**config.mk**
```make
export PLATFORM = sky130hd
export DESIGN_NAME = cnt16_channel
export DESIGN_NICKNAME = d
export VERILOG_FILES = /design/src/rtl/cnt16_pkg.sv /design/src/rtl/cnt16_regs.sv /design/src/rtl/cnt16_core.sv /design/src/rtl/cnt16_wave.sv /design/src/rtl/cnt16_channel.sv
export SDC_FILE = /design/constraint.sdc
export NUM_CORES = 1
export LEC_CHECK = 0
export ABC_AREA = 1
export BUFFER_PORTS_ARGS = -buffer_cell sky130_fd_sc_hd__buf_2
export CAP_MARGIN = 40
export CELL_PAD_IN_SITES_DETAIL_PLACEMENT = 0
export CELL_PAD_IN_SITES_GLOBAL_PLACEMENT = 1
export CORE_ASPECT_RATIO = 1.5
export CORE_UTILIZATION = 40
export CTS_BUF_LIST = sky130_fd_sc_hd__clkbuf_8
export DETAILED_ROUTE_END_ITERATION = 8
export GPL_TIMING_DRIVEN = 0
export HOLD_SLACK_MARGIN = 0.08
export PLACE_DENSITY = 0.8
export SYNTH_ARGS = -nofsm -noshare
export SYNTH_HDL_FRONTEND = slang
export SYNTH_HIERARCHICAL = 1
export SYNTH_SLANG_ARGS = --single-unit
```
**constraint.sdc**
```tcl
create_clock -name clk -period 1.4 [get_ports clk]
set_input_delay 0.14 -clock clk [delete_from_list [all_inputs] [get_ports clk]]
set_output_delay 0.14 -clock clk [all_outputs]
set_load 0.02 [all_outputs]
```
**src/rtl/cnt16_pkg.sv**
```systemverilog
package cnt16_pkg;
  localparam int CW    = 16;
  localparam int BW    = 8;
  localparam int AW    = 3;
  localparam int NBYTE = CW / BW;

  localparam logic [AW-1:0] A_RLD_LO = 3'd0;
  localparam logic [AW-1:0] A_RLD_HI = 3'd1;
  localparam logic [AW-1:0] A_MODE   = 3'd2;
  localparam logic [AW-1:0] A_CMD    = 3'd3;
  localparam logic [AW-1:0] A_CNT_HI = 3'd4;
  localparam logic [AW-1:0] A_CNT_LO = 3'd5;

  localparam int B_GATE = 0;
  localparam int B_TRIG = 1;
  localparam int B_CAP  = 2;
  localparam int B_CLR  = 7;

  typedef enum logic [1:0] {
    WAVE_PULSE   = 2'b00,
    WAVE_ONESHOT = 2'b01,
    WAVE_SQUARE  = 2'b10,
    WAVE_SPARE   = 2'b11
  } wave_e;

  typedef struct packed {
    logic  retrig;
    logic  xgate_en;
    logic  xtrig_en;
    logic  cont;
    wave_e wave;
  } mode_t;

  localparam int MODE_W = $bits(mode_t);

  function automatic logic [CW-1:0] dec_count(input logic [CW-1:0] c);
    return c - {{(CW-1){1'b0}}, 1'b1};
  endfunction

  function automatic logic is_terminal(input logic [CW-1:0] c);
    return c == {{(CW-1){1'b0}}, 1'b1};
  endfunction

  function automatic logic [BW-1:0] pack_status(input logic gate, input logic held,
                                                input logic busy, input logic pend);
    return {3'b000, pend, busy, held, 1'b0, gate};
  endfunction
endpackage

```
**src/rtl/cnt16_regs.sv**
```systemverilog
module cnt16_regs
  import cnt16_pkg::*;
(
  input  logic          clk,
  input  logic          rst_n,
  input  logic          chan_en,
  input  logic          wr,
  input  logic          rd,
  input  logic [AW-1:0] addr,
  input  logic [BW-1:0] wdata,
  input  logic          tc_i,
  input  logic          busy_i,
  input  logic [CW-1:0] cnt_i,
  output logic [CW-1:0] reload_o,
  output mode_t         mode_o,
  output logic          gate_o,
  output logic          sw_trig_o,
  output logic          ip_o,
  output logic [BW-1:0] rdata_o
);
  logic [BW-1:0] rld_q [NBYTE];
  mode_t         mode_q;
  logic          gate_q;
  logic          ip_q;
  logic [CW-1:0] hold_q;
  logic          held_q;

  logic cmd_wr, cmd_trig, cmd_cap, cmd_clr, cmd_plain, lo_read;
  logic [CW-1:0] view;

  assign cmd_wr    = wr && (addr == A_CMD);
  assign cmd_trig  = cmd_wr && wdata[B_TRIG];
  assign cmd_cap   = cmd_wr && wdata[B_CAP];
  assign cmd_clr   = cmd_wr && wdata[B_CLR];
  assign cmd_plain = cmd_wr && !(wdata[B_TRIG] || wdata[B_CAP] || wdata[B_CLR]);
  assign lo_read   = rd && (addr == A_CNT_LO);

  genvar gi;
  generate
    for (gi = 0; gi < NBYTE; gi++) begin : g_rld
      always_ff @(posedge clk or negedge rst_n) begin
        if (!rst_n) rld_q[gi] <= '0;
        else if (wr && (addr == AW'(A_RLD_LO + gi))) rld_q[gi] <= wdata;
      end
      assign reload_o[gi*BW +: BW] = rld_q[gi];
    end
  endgenerate

  always_ff @(posedge clk or negedge rst_n) begin
    if (!rst_n) mode_q <= '0;
    else if (wr && (addr == A_MODE)) mode_q <= mode_t'(wdata[MODE_W-1:0]);
  end

  always_ff @(posedge clk or negedge rst_n) begin
    if (!rst_n)         gate_q <= 1'b0;
    else if (!chan_en)  gate_q <= 1'b0;
    else if (cmd_plain) gate_q <= wdata[B_GATE];
  end

  always_ff @(posedge clk or negedge rst_n) begin
    if (!rst_n)       ip_q <= 1'b0;
    else if (tc_i)    ip_q <= 1'b1;
    else if (cmd_clr) ip_q <= 1'b0;
  end

  always_ff @(posedge clk or negedge rst_n) begin
    if (!rst_n) begin
      hold_q <= '0;
      held_q <= 1'b0;
    end else if (cmd_cap) begin
      hold_q <= cnt_i;
      held_q <= 1'b1;
    end else if (lo_read) begin
      held_q <= 1'b0;
    end
  end

  assign view = held_q ? hold_q : cnt_i;

  always_comb begin
    unique case (addr)
      A_RLD_LO: rdata_o = rld_q[0];
      A_RLD_HI: rdata_o = rld_q[NBYTE-1];
      A_MODE:   rdata_o = BW'(mode_q);
      A_CMD:    rdata_o = pack_status(gate_q, held_q, busy_i, ip_q);
      A_CNT_HI: rdata_o = view[CW-1 -: BW];
      A_CNT_LO: rdata_o = view[BW-1:0];
      default:  rdata_o = '0;
    endcase
  end

  assign mode_o    = mode_q;
  assign gate_o    = gate_q;
  assign ip_o      = ip_q;
  assign sw_trig_o = cmd_trig && chan_en;

  assert_gate_kept_R4: assert property (@(posedge clk) disable iff (!rst_n)
    (cmd_wr && !cmd_plain && chan_en) |=> (gate_q == $past(gate_q)));
  assert_ip_on_tc_R6: assert property (@(posedge clk) disable iff (!rst_n)
    tc_i |=> ip_q);
  assert_hold_frozen_R8: assert property (@(posedge clk) disable iff (!rst_n)
    (held_q && !cmd_cap) |=> $stable(hold_q));
endmodule

```
**src/rtl/cnt16_core.sv**
```systemverilog
module cnt16_core
  import cnt16_pkg::*;
(
  input  logic          clk,
  input  logic          rst_n,
  input  logic          chan_en,
  input  logic          tick,
  input  logic          gate_bit,
  input  mode_t         mode,
  input  logic [CW-1:0] reload,
  input  logic          sw_trig,
  input  logic          ext_trig,
  input  logic          ext_gate,
  output logic [CW-1:0] cnt_o,
  output logic          running_o,
  output logic          tc_o,
  output logic          load_o
);
  logic [CW-1:0] cnt_q;
  logic running_q, after_tc_q, ext_q;
  logic ext_rise, trig_req, load, eff_gate, step, tc;

  assign ext_rise = mode.xtrig_en && ext_trig && !ext_q;
  assign trig_req = (sw_trig || ext_rise) && gate_bit && chan_en;
  assign load     = trig_req && (!running_q || mode.retrig);
  assign eff_gate = gate_bit && (!mode.xgate_en || ext_gate);
  assign step     = running_q && eff_gate && tick && !after_tc_q;
  assign tc       = step && is_terminal(cnt_q);

  always_ff @(posedge clk or negedge rst_n) begin
    if (!rst_n) ext_q <= 1'b0;
    else        ext_q <= ext_trig;
  end

  always_ff @(posedge clk or negedge rst_n) begin
    if (!rst_n) begin
      cnt_q      <= '0;
      running_q  <= 1'b0;
      after_tc_q <= 1'b0;
    end else if (!chan_en) begin
      running_q  <= 1'b0;
      after_tc_q <= 1'b0;
    end else if (load) begin
      cnt_q      <= reload;
      running_q  <= 1'b1;
      after_tc_q <= 1'b0;
    end else if (after_tc_q) begin
      after_tc_q <= 1'b0;
      if (running_q) cnt_q <= reload;
    end else if (step) begin
      cnt_q <= dec_count(cnt_q);
      if (tc) begin
        after_tc_q <= 1'b1;
        if (!mode.cont) running_q <= 1'b0;
      end
    end
  end

  assign cnt_o     = cnt_q;
  assign running_o = running_q;
  assign tc_o      = tc;
  assign load_o    = load;

  assert_single_stops_R6: assert property (@(posedge clk) disable iff (!rst_n)
    (tc && !mode.cont && chan_en && !load) |=> !running_q);
  assert_reload_after_tc_R7: assert property (@(posedge clk) disable iff (!rst_n)
    (after_tc_q && running_q && chan_en) |=> (cnt_q == $past(reload)));
  assert_pause_holds_R5: assert property (@(posedge clk) disable iff (!rst_n)
    (running_q && !eff_gate && !load && !after_tc_q && chan_en) |=> $stable(cnt_q));
  assert_trigger_loads_R3: assert property (@(posedge clk) disable iff (!rst_n)
    (load && chan_en) |=> (running_q && cnt_q == $past(reload)));
endmodule

```
**src/rtl/cnt16_wave.sv**
```systemverilog
module cnt16_wave
  import cnt16_pkg::*;
(
  input  logic  clk,
  input  logic  rst_n,
  input  logic  chan_en,
  input  wave_e wave,
  input  logic  tick,
  input  logic  tc,
  input  logic  load,
  output logic  out_o
);
  logic out_q;

  always_ff @(posedge clk or negedge rst_n) begin
    if (!rst_n)        out_q <= 1'b0;
    else if (!chan_en) out_q <= 1'b0;
    else begin
      unique case (wave)
        WAVE_ONESHOT: begin
          if (load)    out_q <= 1'b1;
          else if (tc) out_q <= 1'b0;
        end
        WAVE_SQUARE: if (tc) out_q <= !out_q;
        default: begin
          if (tc)        out_q <= 1'b1;
          else if (tick) out_q <= 1'b0;
        end
      endcase
    end
  end

  assign out_o = out_q;

  assert_pulse_high_R9: assert property (@(posedge clk) disable iff (!rst_n)
    (tc && chan_en && wave == WAVE_PULSE) |=> out_q);
  assert_square_toggle_R10: assert property (@(posedge clk) disable iff (!rst_n)
    (tc && chan_en && wave == WAVE_SQUARE) |=> (out_q != $past(out_q)));
  assert_oneshot_rise_R11: assert property (@(posedge clk) disable iff (!rst_n)
    (load && chan_en && wave == WAVE_ONESHOT) |=> out_q);
  assert_disable_low_R14: assert property (@(posedge clk) disable iff (!rst_n)
    !chan_en |=> !out_q);
endmodule

```
**src/rtl/cnt16_channel.sv**
```systemverilog
module cnt16_channel
  import cnt16_pkg::*;
(
  input  logic          clk,
  input  logic          rst_n,
  input  logic          chan_en,
  input  logic          tick,
  input  logic          ext_trig,
  input  logic          ext_gate,
  input  logic          reg_wr,
  input  logic          reg_rd,
  input  logic [AW-1:0] reg_addr,
  input  logic [BW-1:0] reg_wdata,
  output logic [BW-1:0] reg_rdata,
  output logic          wave_out,
  output logic          irq_pend,
  output logic          count_busy
);
  logic [CW-1:0] reload, cnt;
  mode_t mode;
  logic gate_bit, sw_trig, tc, load, running;

  cnt16_regs u_regs (
    .clk(clk), .rst_n(rst_n), .chan_en(chan_en),
    .wr(reg_wr), .rd(reg_rd), .addr(reg_addr), .wdata(reg_wdata),
    .tc_i(tc), .busy_i(running), .cnt_i(cnt),
    .reload_o(reload), .mode_o(mode), .gate_o(gate_bit),
    .sw_trig_o(sw_trig), .ip_o(irq_pend), .rdata_o(reg_rdata)
  );

  cnt16_core u_core (
    .clk(clk), .rst_n(rst_n), .chan_en(chan_en), .tick(tick),
    .gate_bit(gate_bit), .mode(mode), .reload(reload), .sw_trig(sw_trig),
    .ext_trig(ext_trig), .ext_gate(ext_gate),
    .cnt_o(cnt), .running_o(running), .tc_o(tc), .load_o(load)
  );

  cnt16_wave u_wave (
    .clk(clk), .rst_n(rst_n), .chan_en(chan_en), .wave(mode.wave),
    .tick(tick), .tc(tc), .load(load), .out_o(wave_out)
  );

  assign count_busy = running;
endmodule

```
==> results of run 1 <==
==> logic make-up (layout without fill, tap and decap cells) <==
group | after synthesis | after routing | share of synthesized area (%)
simple gates | 370 | 370 | 40.4
xor+xnor | 3 | 3 | 0.675
buf+inv | 99 | 184 | 10.9
fa+ha+maj | 4 | 4 | 1.29
compound gates | 49 | 49 | 7.55
flops | 61 | 61 | 39.2
==> cell type report <==
type / count / share of cell area (%)
timing repair buffer: 69 / 11.3
clock inverter: 3 / 0.328
tap: 112 / 2.62
multi-input combinational: 426 / 44.0
clock buffer: 13 / 3.35
inverter: 83 / 6.07
sequential: 61 / 28.9
buffer: 16 / 3.33
==> layer usage <==
metal	share of wire [%]	routed length, um	GRT usage [%]	up-vias
met1	39	5100	31.5	1888
met5	0	0	0	-
met2	53	6800	46.0	113
met3	3.3	429	3.49	30
li1	-	-	-	1978
met4	4.6	593	14.3	0
==> sequential cells by signal, indices dropped and copies added (netlist names), 6 cells and up <==
register / cells
u_regs/hold_q: 16
u_regs/reload_o: 16
u_regs/mode_o: 6
u_core/cnt_o: 16
==> report_power, final <==
part	internal, mW	switching (mW)
registers	1.95	0.220
logic	0.451	0.644
clock network	0.830	0.726
==> cells in the mapped netlist, types with 4 or more instances <==
| library cell | n |
|---|---|
| nand2_1 | 226 |
| inv_1 | 76 |
| nor2_1 | 63 |
| dfrtp_1 | 61 |
| nand3_1 | 56 |
| o21ai_1 | 22 |
| o21ai_2 | 10 |
| a21oi_1 | 8 |
| inv_2 | 7 |
| nand4_1 | 6 |
| buf_6 | 5 |
| clkbuf_1 | 5 |
| o21ai_0 | 5 |
| ha_1 | 4 |
| nor3_1 | 4 |
==> metrics by stage <==
stage | setup TNS [ns] | area, um2 | instances | setup WS (ns)
2_1_floorplan | -0.0909 | 3920 | 586 | -0.0152
3_3_place_gp | -14.07 | 4190 | 725 | -0.473
3_5_place_dp | -9.31 | 4200 | 725 | -0.465
4_1_cts | -2.13 | 4820 | 767 | -0.300
5_1_grt | -4.29 | 5340 | 783 | -0.407
6_report | -2.74 | 5340 | 783 | -0.304
==> placed cells by master, fill, tap and decap left out, types with 3 or more instances in the layout <==
cell type and n:
a21oi_2 4, a21oi_4 4, buf_2 19, buf_4 24, buf_6 20, buf_8 5
clkbuf_4 3, clkbuf_8 13, dfrtp_1 46, dfrtp_2 15, dlygate4sd3_1 9, inv_1 64
inv_2 15, inv_4 3, nand2_1 199, nand2_2 28, nand2_8 3, nand3_1 41
nand3_2 14, nand3_4 4, nand4_1 6, nor2_1 40, nor2_2 12, nor2_4 13
nor3_1 3, o21ai_1 26, o21ai_2 11, o21bai_1 3
==> critical path, cell delays in order (launching register included) <==
cell and delay, ns:
dfrtp_1 0.40, inv_2 0.12, buf_6 0.13, nand2_2 0.05
nand2_2 0.07, nor2_2 0.04, nor2_2 0.16, nand3_2 0.10
buf_6 0.14
==> timing repair <==
action                                  in CTS  in global routing
endpoints found under the hold margin       75                  0
gates cloned                                 2                  2
setup buffers                               15                 15
endpoints found under the setup margin      28                 27
hold buffers                                 9                  0
pin swaps                                   16                 45
gates resized for setup                     76                104
==> worst min-delay path by stage <==
stage | startpoint | endpoint | slack, ns | depth (start not counted)
6_report | reg_wdata[7] | u_regs/reload_o[15] | 0.1 | 3
5_1_grt | reg_wdata[7] | u_regs/reload_o[15] | 0.12 | 3
2_1_floorplan | rst_n | u_core/after_tc_q | -0.16 | 0
4_1_cts | reg_wdata[7] | u_regs/reload_o[15] | 0.09 | 3
3_5_place_dp | ext_trig | u_core/ext_q | 0.27 | 1
3_3_place_gp | ext_trig | u_core/ext_q | 0.27 | 1
==> summary.md, run 1 <==
| Metric | Value |
|---|---|
| Outcome | `complete, but fails checks` |
| Failing checks | `setup timing` |
| Core box area | `around 0.0094 mm2` |
| Fin Clk Skew | `approximately 0.0052 ns` |
| GRT Total Usage | `approximately a quarter` |
| Reg area | `around 0.0015 mm2` |
| Mapped Area | `between 0.003 and 0.004 mm2` |
| Share of layout cells above drive strength 1 | `around 33%` |
| Async S/R FF share, synth | `100%` |
| Num CTS Buffers | `9` |
| Vias/cell | `between 5 and 6` |
| Root Driver | `clkbuf_8` |
| Worst r2r dst | `u_core/cnt_o[10]` |
| Post-synth net total | `609` |
| R2R Setup Slk | `-0.08 ns` |
| Required time worst endpoint | `1.26 ns` |
| Die width | `82.5 um` |
| Total I/O pin count | `30` |
| Max IR drop VDD | `around 0.55 mV` |
| Layout Utilization | `between 50% and 60%` |
| Leakage | `about 2.7 nW` |
| CTS tree | `yes` |
| CP Capture Type | `output pin` |
| Synth area leaders | `dfrtp_1, nand2_1, inv_1` |
| H-tree depth | `3` |
| HP Class | `input port to register` |
| Critical path fanouts, max | `4` |
| Period utilization | `122%` |
| WL per Instance | `16.5 um` |
| Die ar. | `between 0.01 and 0.015 mm2` |
| Synthesis-to-layout area growth | `37.2%` |
| Port buffer count | `27` |
| Power Density | `approximately 900 mW/mm2` |
| Starting Density | `around two fifths` |
| Reg2Reg Depth | `9` |
| Worst hold margin | `between 0.09 and 0.1 ns` |
| Clock slew at reported path FFs | `approximately 0.070 ns` |
| Worst setup path end | `reg_rdata[3]` |
| # DRC | `0` |
| Max-Cap Viols | `0` |
| Reg2reg start | `u_regs/gate_o` |
| Yosys Warn Count | `6` |
| Final Hold Fails | `0` |
| Post-route ant nets | `0` |
| Fillers | `936` |
| Critical Path Start | `u_regs/held_q` |
| Via count | `between 4000 and 5000` |
| Clock latency on the worst-skew pair | `around 0.35 ns` |
| Vias in the first global route | `3696` |
| Yosys top cell by area | `dfrtp_1` |
| Diode count | `0` |
| Largest net degree at the start of global routing | `slightly above 60` |
| Slew HR | `45.2%` |
| Seq/Total Area, Yosys | `39.2%` |
| First-pass GRT wire length | `approximately 19 mm` |
| Top FF cell, synth | `dfrtp_1` |
| CTS max path bufs | `2` |
| Synth Instances | `586` |
| Nets | `689` |
| Yosys cell types | `30` |
| Area of the multi-input gates | `roughly 0.0024 mm2` |
| Max Fclk | `~590 MHz` |
| # rows | `43` |
| Yosys top cell area share | `between 30% and 40%` |
| Avg Cell Area, Syn | `about 6.6 um2` |
| Final wirelength | `around 13 mm` |
| Post-synth EDFFs | `0` |
| Worst setup SP type | `register` |
| Total grt overflow | `0` |
| Die H | `~120 um` |
| Worst setup margin | `-0.304 ns` |
| Antenna violations before repair | `0` |
| Worst Tran Pin Value | `approximately 0.82 ns` |
| Initial DRC Count | `between 200 and 300` |
| CP arrival | `about 1.6 ns` |
| Number of clock sinks | `between 60 and 70` |
| First-pass DRT Iterations | `4` |
| Gpl congestion | `0.863` |
| DP Wirelength | `8.91 mm` |
| PnR Total Power | `around 4.8 mW` |
| Yosys reg bits | `roughly 60` |
| Slew Limit Fails | `0` |
| RSZ-0062 raised after global routing | `true` |
| Kind of critical path | `register to output pin` |
| Fin crit period | `approximately 1.7 ns` |
| Setup violators final | `24` |
Power figures use the tool's default switching activity.
==> inputs of run 2 (changes only) <==
--- a/config.mk
+++ b/config.mk
@@ -17,6 +17,7 @@
 export GPL_TIMING_DRIVEN = 0
 export HOLD_SLACK_MARGIN = 0.08
 export PLACE_DENSITY = 0.8
+export SKIP_CTS_REPAIR_TIMING = 1
 export SYNTH_ARGS = -nofsm -noshare
 export SYNTH_HDL_FRONTEND = slang
 export SYNTH_HIERARCHICAL = 1
==> run 2 against run 1 <==
  * The run still ends with setup timing left
  * Cell count shrank 0.89%
  * Via count decreased by 3.2%
  * Utilization down 3.0 points
  * Power is 2.3% lower
  * Cell area fell by 5.3%
  * Flip-flop and latch count stayed put
  * Hold slack worse by 0.035 ns
  * Sequential share of layout area increased by 1.6 points
  * Non-clock buffer count is 7 lower
  * Clock power is essentially flat
  * Sequential power about the same
  * Routed wire length decreased by 5.0%
  * Critical path type unchanged
  * Critical endpoint unchanged
  * Largest power group unchanged
  * Highest routed layer unchanged
==> summary.md, run 2 (same netlist as run 1, synthesis figures left out) <==
| Metric | Value |
|---|---|
| Max IR drop VDD | `0.537 mV` |
| Clock power share | `about a third` |
| Slew HR | `45.6%` |
| Wire length on met2 | `around 6.4 mm` |
| Via count | `between 3000 and 4000` |
| RSZ-0062 raised after global routing | `true` |
| Root Driver | `clkbuf_8` |
| Diode count | `0` |
| GRT Total Usage | `between 20% and 30%` |
| Starting Density | `about two fifths` |
| Outcome | `complete, but fails checks` |
| Power Density | `about 930 mW/mm2` |
| Hold Path End | `u_regs/gate_o` |
| First-pass GRT wire length | `between 15 and 20 mm` |
| Die width | `about 83 um` |
| R2R Setup Slk | `-0.11 ns` |
| Period utilization | `120%` |
| Vias/cell | `approximately 5.0` |
| Die H | `roughly 120 um` |
| Internal power | `about 3.2 mW` |
| Fillers | `970` |
| Reg area | `0.00154 mm2` |
| Met3 WL | `350 um` |
| Antenna violations before repair | `0` |
| Sw Share | `between 30% and 40%` |
| Nets | `682` |
| Fin crit period | `between 1.5 and 2 ns` |
| DP Wirelength | `about 9 mm` |
| Final wirelength | `roughly 12 mm` |
| Combinational share of power | `21.1%` |
| Hold Path Stages | `3` |
| H-tree depth | `3` |
| Max Used Layer | `met4` |
| CTS max path bufs | `2` |
| WL per Instance | `~16 um` |
| Worst setup SP type | `register` |
| Vias in the first global route | `~3500` |
| DP Cell Count | `725` |
| Max-Cap Viols | `0` |
| Fin Clk Skew | `about 0.0060 ns` |
| Clock slew at reported path FFs | `approximately 0.070 ns` |
| CP arrival | `between 1.5 and 2 ns` |
| Clock latency on the worst-skew pair | `0.34 ns` |
| CTS tree | `yes` |
| Number of clock sinks | `between 60 and 70` |
| Synthesis-to-layout area growth | `29.9%` |
| Port buffer count | `27` |
| Worst Tran Pin Value | `0.816 ns` |
| Gpl congestion | `approximately 0.86` |
| HP Class | `input port to register` |
| Failing checks | `setup timing` |
| Num CTS Buffers | `9` |
| M1 WL | `5.09 mm` |
| Required time worst endpoint | `1.26 ns` |
| Worst setup margin | `-0.285 ns` |
| Hold path start | `reg_wdata[0]` |
| Final Hold Fails | `0` |
| Core box area | `0.00936 mm2` |
| Most frequent cells in the layout | `nand2_1, inv_1, nand3_1, dfrtp_1, nor2_1` |
| Die ar. | `approximately 0.01 mm2` |
| # rows | `43` |
| Post-route ant nets | `0` |
| CP Capture Type | `output pin` |
| Total grt overflow | `0` |
| Leakage | `between 2 and 3 nW` |
| Non-Filler Instances | `776` |
| Slew Limit Fails | `0` |
| Reg2Reg Depth | `9` |
| Initial DRC Count | `~270` |
| Largest net degree at the start of global routing | `between 60 and 70` |
| Setup TNS | `-2.10 ns` |
| Sequential Power Share | `between 40% and 50%` |
| Share of layout cells above drive strength 1 | `between 20% and 30%` |
| Critical path fanouts, max | `10` |
| Max Fclk | `around 600 MHz` |
| First-pass DRT Iterations | `5` |
| Total I/O pin count | `30` |
| Kind of critical path | `register to output pin` |
| Psw | `around 1.5 mW` |
| # DRC | `0` |
| PnR Total Power | `roughly 4.7 mW` |
| Reg2reg start | `u_core/cnt_o[2]` |
| Commonest non-fill, non-tap cell in the layout | `nand2_1` |
| Area of the multi-input gates | `0.00222 mm2` |
| Worst r2r dst | `u_wave/out_o` |
| Setup violators final | `16` |
-- run 2: cell types whose count changed in the layout (fill, tap and decap cells not counted), sizes merged --
cell	change
clkbuf	-4
buf	+3
dlygate4sd3	-6
-- run 2: layout make-up --
type                       count  area share, %
multi-input combinational    426           43.9
sequential                    61           30.5
timing repair buffer          62           9.33
inverter                      83           6.41
clock buffer                  13           3.54
buffer                        16           3.19
tap                          112           2.77
clock inverter                 3          0.346
-- run 2: metrics by stage --
stage	hold WS, ns	area [um2]	utilization [%]	setup WS [ns]
finish	0.0609	5060	54.0	-0.285
global placement	0.265	4190	44.8	-0.473
CTS	-0.0941	4390	46.9	-0.736
detailed placement	0.267	4200	44.8	-0.465
floorplan	-0.156	3920	-	-0.0152
global route	0.0805	5060	54.0	-0.368
-- run 2: worst max-delay path, stage by stage (launching register included) --
cell     delay (ns)
dfrtp_1        0.41
inv_2          0.09
buf_8          0.13
nand2_1        0.05
nand2_1        0.06
nor2_1         0.05
nor2_2         0.16
nand3_1        0.08
buf_2          0.16
-- run 2: worst max-delay path by stage --
stage                             endpoint  depth (start not counted)     startpoint
after global routing          reg_rdata[3]                          8  u_regs/held_q
final                         reg_rdata[3]                          8  u_regs/held_q
after detailed placement  u_core/cnt_o[10]                         14    reg_addr[2]
after floorplan           u_core/cnt_o[10]                         13    reg_addr[0]
after global placement    u_core/cnt_o[12]                         14    reg_addr[2]
after CTS                     reg_rdata[4]                          8  u_regs/held_q
-- run 2: power groups by stage --
stage | registers (mW) | logic [mW] | clock network, mW
after floorplan | 2.10 | 0.563 | 0
after global placement | 2.18 | 0.825 | 0
after detailed placement | 2.19 | 0.837 | 0
after CTS | 2.15 | 0.840 | 1.58
after global routing | 2.19 | 1.11 | 1.65
final | 2.17 | 0.994 | 1.55
-- run 2: layer usage --
layer  vias up  GRT usage [%]
met5         -              0
li1       1962              -
met3        21           3.42
met2        91           43.0
met1      1808           31.2
met4         0           12.9
